<file path="src/rtl/sprog_pkg.sv">
`timescale 1ns/1ps
package sprog_pkg;
  // strobes from control to datapath, one system cycle each
  typedef struct packed {
    logic sample;   // rising transfer-clock edge: take one receive bit
    logic capture;  // last bit of a byte: publish received byte
    logic shiftTx;  // falling edge inside a byte: advance transmit bit
    logic loadTx;   // accepted load of a new transmit byte
  } strobe_t;
endpackage

</file>
<file path="src/rtl/sprog_ctrl.sv">
`timescale 1ns/1ps
module sprog_ctrl
  import sprog_pkg::*;
#(
  parameter int DATA_W      = 8,
  parameter int SYNC_STAGES = 2
) (
  input  logic    clk,
  input  logic    rst,
  input  logic    sclkIn,
  input  logic    txLoad,
  input  logic    coreBusy,
  output strobe_t strb,
  output logic    xferActive,
  output logic    busyOut
);
  localparam int CNT_W = (DATA_W > 1) ? $clog2(DATA_W) : 1;
  localparam logic [CNT_W-1:0] LAST_BIT = CNT_W'(DATA_W - 1);
  localparam int HOLD_CYCLES = 2;
  localparam int HOLD_W = $clog2(HOLD_CYCLES + 1);

  logic [SYNC_STAGES:0] sclkPipe;
  logic                 sclkSync, sclkPrev, sclkRise, sclkFall;
  logic [CNT_W-1:0]     bitCnt;
  logic [HOLD_W-1:0]    holdCnt;

  // synchroniser stages plus one extra stage for edge detection
  always_ff @(posedge clk) begin
    if (rst) sclkPipe <= '0;
    else     sclkPipe <= {sclkPipe[SYNC_STAGES-1:0], sclkIn};
  end

  assign sclkSync = sclkPipe[SYNC_STAGES-1];
  assign sclkPrev = sclkPipe[SYNC_STAGES];
  assign sclkRise = sclkSync & ~sclkPrev;
  assign sclkFall = ~sclkSync & sclkPrev;

  always_ff @(posedge clk) begin
    if (rst)           bitCnt <= '0;
    else if (sclkRise) bitCnt <= (bitCnt == LAST_BIT) ? '0 : bitCnt + 1'b1;
  end

  assign xferActive = (bitCnt != '0);

  always_comb begin
    strb.sample  = sclkRise;
    strb.capture = sclkRise && (bitCnt == LAST_BIT);
    strb.shiftTx = sclkFall && xferActive;
    strb.loadTx  = txLoad && !xferActive && !sclkRise;
  end

  // hand-over window so the engine has time to raise coreBusy
  always_ff @(posedge clk) begin
    if (rst)                  holdCnt <= '0;
    else if (strb.capture)    holdCnt <= HOLD_W'(HOLD_CYCLES);
    else if (holdCnt != '0)   holdCnt <= holdCnt - 1'b1;
  end

  assign busyOut = xferActive || (holdCnt != '0) || coreBusy;
endmodule

</file>
<file path="src/rtl/sprog_dpath.sv">
`timescale 1ns/1ps
module sprog_dpath
  import sprog_pkg::*;
#(
  parameter int DATA_W      = 8,
  parameter int SYNC_STAGES = 2
) (
  input  logic              clk,
  input  logic              rst,
  input  logic              rxdIn,
  input  logic [DATA_W-1:0] txByte,
  input  strobe_t           strb,
  output logic              txdOut,
  output logic [DATA_W-1:0] rxByte,
  output logic              rxValid
);
  logic [SYNC_STAGES-1:0] rxdPipe;
  logic                   rxdSync;
  logic [DATA_W-1:0]      rxShift, rxNext, txShift;

  // same depth as the clock path so data and edge line up
  always_ff @(posedge clk) begin
    if (rst) rxdPipe <= '0;
    else     rxdPipe <= {rxdPipe[SYNC_STAGES-2:0], rxdIn};
  end
  assign rxdSync = rxdPipe[SYNC_STAGES-1];

  // first bit in ends up in bit 0
  assign rxNext = {rxdSync, rxShift[DATA_W-1:1]};

  always_ff @(posedge clk) begin
    if (rst) begin
      rxShift <= '0;
      rxByte  <= '0;
      rxValid <= 1'b0;
    end else begin
      rxValid <= strb.capture;
      if (strb.sample)  rxShift <= rxNext;
      if (strb.capture) rxByte  <= rxNext;
    end
  end

  always_ff @(posedge clk) begin
    if (rst)               txShift <= '1;
    else if (strb.capture) txShift <= '1;
    else if (strb.loadTx)  txShift <= txByte;
    else if (strb.shiftTx) txShift <= {1'b1, txShift[DATA_W-1:1]};
  end

  assign txdOut = txShift[0];
endmodule

</file>
<file path="src/rtl/sprog_slave.sv">
`timescale 1ns/1ps
module sprog_slave
  import sprog_pkg::*;
#(
  parameter int DATA_W      = 8,
  parameter int SYNC_STAGES = 2
) (
  input  logic              clk,
  input  logic              rst,
  input  logic              sclkIn,
  input  logic              rxdIn,
  output logic              txdOut,
  output logic              busyOut,
  output logic [DATA_W-1:0] rxByte,
  output logic              rxValid,
  input  logic [DATA_W-1:0] txByte,
  input  logic              txLoad,
  input  logic              coreBusy
);
  strobe_t strb;
  logic    xferActive;

  sprog_ctrl #(.DATA_W(DATA_W), .SYNC_STAGES(SYNC_STAGES)) u_ctrl (
    .clk        (clk),
    .rst        (rst),
    .sclkIn     (sclkIn),
    .txLoad     (txLoad),
    .coreBusy   (coreBusy),
    .strb       (strb),
    .xferActive (xferActive),
    .busyOut    (busyOut)
  );

  sprog_dpath #(.DATA_W(DATA_W), .SYNC_STAGES(SYNC_STAGES)) u_dpath (
    .clk     (clk),
    .rst     (rst),
    .rxdIn   (rxdIn),
    .txByte  (txByte),
    .strb    (strb),
    .txdOut  (txdOut),
    .rxByte  (rxByte),
    .rxValid (rxValid)
  );
endmodule

</file>
<file path="config.mk">
export PLATFORM = sky130hd
export DESIGN_NAME = sprog_slave
export DESIGN_NICKNAME = d
export VERILOG_FILES = /design/src/rtl/sprog_pkg.sv /design/src/rtl/sprog_ctrl.sv /design/src/rtl/sprog_dpath.sv /design/src/rtl/sprog_slave.sv
export SDC_FILE = /design/constraint.sdc
export NUM_CORES = 1
export LEC_CHECK = 0
export ABC_AREA = 0
export BUFFER_PORTS_ARGS = -buffer_cell sky130_fd_sc_hd__buf_4
export CAP_MARGIN = 20
export CORE_ASPECT_RATIO = 1.5
export CORE_MARGIN = 2
export CORE_UTILIZATION = 53
export CTS_CLUSTER_SIZE = 20
export DETAILED_ROUTE_END_ITERATION = 16
export PLACE_DENSITY_LB_ADDON = 0.15
export SYNTH_ARGS = -nofsm -noshare
export SYNTH_HDL_FRONTEND = slang
export SYNTH_SLANG_ARGS = --single-unit
</file>
<file path="constraint.sdc">
create_clock -name clk -period 1.89 [get_ports clk]
set_clock_uncertainty 0.2 [all_clocks]
set_input_delay 0.378 -clock clk [delete_from_list [all_inputs] [get_ports clk]]
set_output_delay 0.378 -clock clk [all_outputs]
set_load 0.02 [all_outputs]
</file>
* Word-level counts from Yosys, hierarchy flattened
Cells that the tools add are included.
Storage, ports and cells: register bits 35, bits of input ports 14, output and inout port bits 11, word-level logic and storage cells 34
Operators by class: add/sub/neg operators 2, equal/unequal tests 1, muxes and demuxes 5, bitwise operators 4, reduce and logical (&&, ||, !) cells 13
Operator list (count):
- $mux 8 | 2
- $reduce_bool 2->1 | 3
- $logic_and 1x1->1 | 4
- $mux 2 | 2
- $add 3x1->3 const B | 1
- $eq 3x3->1 const B | 1
- $mux 3 | 1
- $reduce_bool 3->1 | 1
- $and 1x1->1 | 2
- $logic_not 1->1 | 2
- $logic_or 1x1->1 | 2
- $not 1->1 | 2
- $reduce_or 2->1 | 1
- $sub 2x1->2 const B | 1

* Longest topological paths before layout
depth after elaboration 5, gate-level depth with buffers 6, mapped depth without buffers 5

* Modules after synthesis
From an unflattened synthesis, not the netlist that was laid out.
Second synthesis, totals: cells, all modules 120, area total of the unflattened synthesis 1341.3 um^2
Modules (own cells, without submodules):
- sprog_dpath | times used 1, cells an instance 85, area an instance 952.2 um^2, seq. area each 520.5 um^2
- sprog_ctrl | times used 1, cells an instance 35, area an instance 389.1 um^2, seq. area each 160.2 um^2

* Worst setup path before layout
No wires, ideal clock.
kind register -> output, start point reg u_ctrl.bitCnt[0], end point out busyOut, arrival time 1281 ps, data required time 1312 ps, setup slack 31 ps, stages on the path, launching flop included 6, path buffers 1, cell sequence dfxtp_1 inv_1 ha_1 nand2b_1 buf_6 or4_1
Between the ends: longest elaborated chain between the ends 3
Ends and longest elaborated chain:
- start: declaration | RTL line sprog_ctrl.sv:24 | logic [CNT_W-1:0] bitCnt;
- start signal: assignment | RTL line sprog_ctrl.sv:40 | else if (sclkRise) bitCnt <= (bitCnt == LAST_BIT) ? '0 : bitCnt + 1'b1;
- $reduce_bool 3->1 | RTL line sprog_ctrl.sv:43 | assign xferActive = (bitCnt != '0);
- $logic_or 1x1->1 (2 in series) | RTL line sprog_ctrl.sv:59 | assign busyOut = xferActive || (holdCnt != '0) || coreBusy;
- end: declaration | RTL line sprog_slave.sv:13 | output logic busyOut,
Every way passes these cells.

* Final worst setup path
Same ends and word-level chain as after synthesis.

==> results.md <==
- The run finished, with violations left.
- The final reports fail on negative setup slack.
- For this design the static power due to leakage is 0.615 nW.
- The die area is 3020 um2.
- After the first detailed-routing iteration, the DRC count stood at 20.
- The number of global-route vias before repair was 1080.
- The share of final-layout standard cells stronger than drive strength 1 is 0.317.
- The type of the worst min-delay path is primary input to flip-flop.
- The number of rows created at floorplan is 22.
- The highest fanout seen on the critical path is 4.
- Counting both buffers and inverters, the worst setup path holds a total of 2.
- The CTS tree is yes.
- Clock-pin slew was measured on the worst setup and hold paths at 0.09 ns.
- The iteration count of the initial detailed-routing pass is 4.
- The half-perimeter wire length after placement is 1850 um.
- The routed via count divided by cell count is 5.76.
- The worst-case IR drop observed on VDD is slightly above 0.5 mV.
- The worst setup path is captured at an output pin.
- The wire length of the first global-routing pass is roughly 4600 um.
- For this configuration, the core starts out at a cell density of 0.560.
- Counting I/O delays and the setup requirement, the final critical path takes 2.10 ns.
- The clock tree root driver cell is sky130_fd_sc_hd__clkbuf_4.
- The area growth from synthesis to layout is 18.6%.
- A synthesized cell averages 9.95 um2.
- The placeable core area is around 2400 um2.
- The congestion estimate from routability-driven global placement came to 0.789.
- The number of hold buffers added after cts is 0.
- The hold violation total from the final report is 0.
- The startpoint type of the worst setup path is a flip-flop.
- The insertion delay of the later-clocked pin in the worst-skew pair is between 0.3 and 0.4 ns.
- In this run the number of H-tree levels came out at 2.
- By count the netlist is led by 34 x sky130_fd_sc_hd__dfxtp_1, 19 x sky130_fd_sc_hd__nand2_1, 9 x sky130_fd_sc_hd__a21oi_1, 8 x sky130_fd_sc_hd__a22o_1.
- The post-layout net count is 181.
- The setup violation total in the final timing report is 1.
- The via count is 1082.
- After synthesis, the share of flip-flops with an asynchronous set or reset is 0.
- Wires add up to 2660 um.
- The number of remaining DRC errors is 0.
- The kind of cell with the highest combined delay along the critical path is simple AND/OR/NAND/NOR gates.
- The overall power after layout is 1.23 mW.
- Setup slack on the critical path of the routed design comes to -0.205 ns.
- The count of nets left with antenna violations after detail routing is 0.
- The synthesized design spends more area on one cell type than any other, namely sky130_fd_sc_hd__dfxtp_1.
- The number of flops mapped to enable cells by yosys is 0.
- The critical path goes through inv_2, ha_4, nand2b_4, or4_4, buf_6.
- Across the run, the number of max-cap violations was 0.
- The post-route fraction of the period consumed by the critical path is 1.11.
- The synthesized netlist contains 33 unique library cells.
- The clock passes through at most 2 buffers.
- The number of synthesized register bits is 34.
- The largest individual stage delay along the critical path comes from the cell sky130_fd_sc_hd__or4_4.
- The worst slack after detailed placement is 0.0736 ns.
- Sorting the synthesized cells by area gives the leading types as sky130_fd_sc_hd__dfxtp_1 50%, sky130_fd_sc_hd__nand2_1 5.2%, sky130_fd_sc_hd__a22o_1 5.1%.
- Clock tree synthesis found a total of 34 sinks.
- The slew at the pin closest to its max-slew limit is 0.623 ns.
- The sequential share of the synthesized area is 0.496.
- The post-placement cell count is 179.
- The headroom to the max-slew limit is 0.585.
- The power density over the cells is ~760 nW/um2.
- The overall track demand over capacity in global routing is 0.216.
- The number of buffers created by CTS is 5.
- Leaving out filler cells and counting taps, the final layout contains 188.
- The critical path class is flip-flop to output pin.
- STA puts the critical path data arrival time at between 1.5 and 2 ns.
- The Yosys step of the flow raised 0 warnings.
- The data required time at the worst endpoint is 1.31 ns.
- Hold is met by approximately 0.056 ns.
- From left edge to right edge, the die measures 45.6 um.
- The total count of max-transition violations in the final report is 0.
- The fraction of post-synthesis cell area in the top cell type by area is 0.496.
- The initial antenna violation count came to 0.
- For this run, the slowest stage of the critical path takes 0.41 ns.
- The total of buffers placed on input and output ports is 24.
- After detailed routing, the average wire length per cell comes to 14.1 um.
- 25 I/O pins were placed.
- In the synthesized netlist the dominant register cell turns out to be sky130_fd_sc_hd__dfxtp_1.
- The synthesized netlist net count is 155.
- The cell area that synthesis handed to floorplanning was 1370 um2.
- Setup repair after global routing could not meet its margin everywhere.
- Timing would allow up to 477 MHz.
- The post-synthesis cell count is roughly 140.
- The chip height is 66.3 um.
- 0 antenna diodes ended up in the layout.
- The overflow left after global routing is 0.
- Yosys instantiated no cell more often than sky130_fd_sc_hd__dfxtp_1.
- The maximum number of pins on one net before global-route repair is 26.
-- final timing paths --
kind                                                    start  slack, ns  cells after the start                              end
worst max-delay path            u_ctrl.bitCnt[0]$_SDFFE_PP0P_      -0.21                      5                          busyOut
worst min-delay path                                   sclkIn       0.06                      2    u_ctrl.sclkPipe[0]$_SDFF_PP0_
worst max register to register  u_ctrl.bitCnt[0]$_SDFFE_PP0P_       0.05                      6  u_dpath.txShift[0]$_SDFFE_PP1P_
worst min register to register  u_ctrl.sclkPipe[0]$_SDFF_PP0_       0.24                      1    u_ctrl.sclkPipe[1]$_SDFF_PP0_
-- cell usage in the layout, fill, tap and decap left out, drive strengths merged, types with 2 or more instances in the layout --
master and instances:
dfxtp 34, buf 28, nand2 19, a21oi 9, a22o 8, o21ai 8, nand3 7, nor4 7
a31oi 7, nor2b 7, clkbuf 7, ha 3, inv 2, and3b 2, nand2b 2, nor2 2
and2b 2
-- repair_timing --
action / 4_1_cts / 5_1_grt
gates resized for setup: 7 / 6
endpoints found under the setup margin: 1 / 13
pin swaps: 1 / 2
setup buffers: 2 / 0
-- state kept, by name, indices dropped and copies added (netlist names) --
name             count
u_ctrl.holdCnt       2
u_dpath.rxValid      1
u_ctrl.bitCnt        3
u_dpath.rxdPipe      2
u_dpath.rxByte       8
u_dpath.rxShift      7
u_ctrl.sclkPipe      3
u_dpath.txShift      8
-- where the power goes --
group	total (mW)	switching, mW	internal (mW)
Clock	0.359	0.219	0.140
Sequential	0.746	0.0102	0.736
Combinational	0.130	0.0694	0.0605
Total	1.23	0.298	0.936
-- through the flow --
stage / setup TNS [ns] / cell area (um2) / util
floorplan: 0 / 1370 / -
global placement: 0 / 1520 / 0.620
detailed placement: 0 / 1520 / 0.620
CTS: -0.213 / 1600 / 0.652
global route: -0.251 / 1630 / 0.664
finish: -0.205 / 1630 / 0.664
-- layout make-up --
cell class / instances / area (um2)
clock buffers: 7 / 45.0
fillers: 194 / 822
inverters: 2 / 7.51
multi-input cells: 93 / 648
flip-flops and latches: 34 / 683
well taps: 24 / 30.0
repair buffers: 28 / 214
-- routing by layer --
| layer | GRT usage | vias up | wire [um] |
|---|---|---|---|
| met5 | 0 | - | 0 |
| met4 | 0.151 | 0 | 106 |
| met3 | 0.0847 | 13 | 168 |
| met2 | 0.342 | 35 | 1320 |
| met1 | 0.225 | 495 | 1060 |
| li1 | - | 539 | - |
-- kinds of logic after synthesis --
family | count (synthesis) | share of synthesized area
adder cells (fa/ha/maj) | 3 | 0.0274
AO/OA/AOI/OAI | 35 | 0.176
flip-flops | 34 | 0.496
AND/OR/NAND/NOR | 54 | 0.231
buffers and inverters | 11 | 0.0638
XOR/XNOR | 1 | 0.00638
No activity file was read; power rests on OpenSTA's default activity.
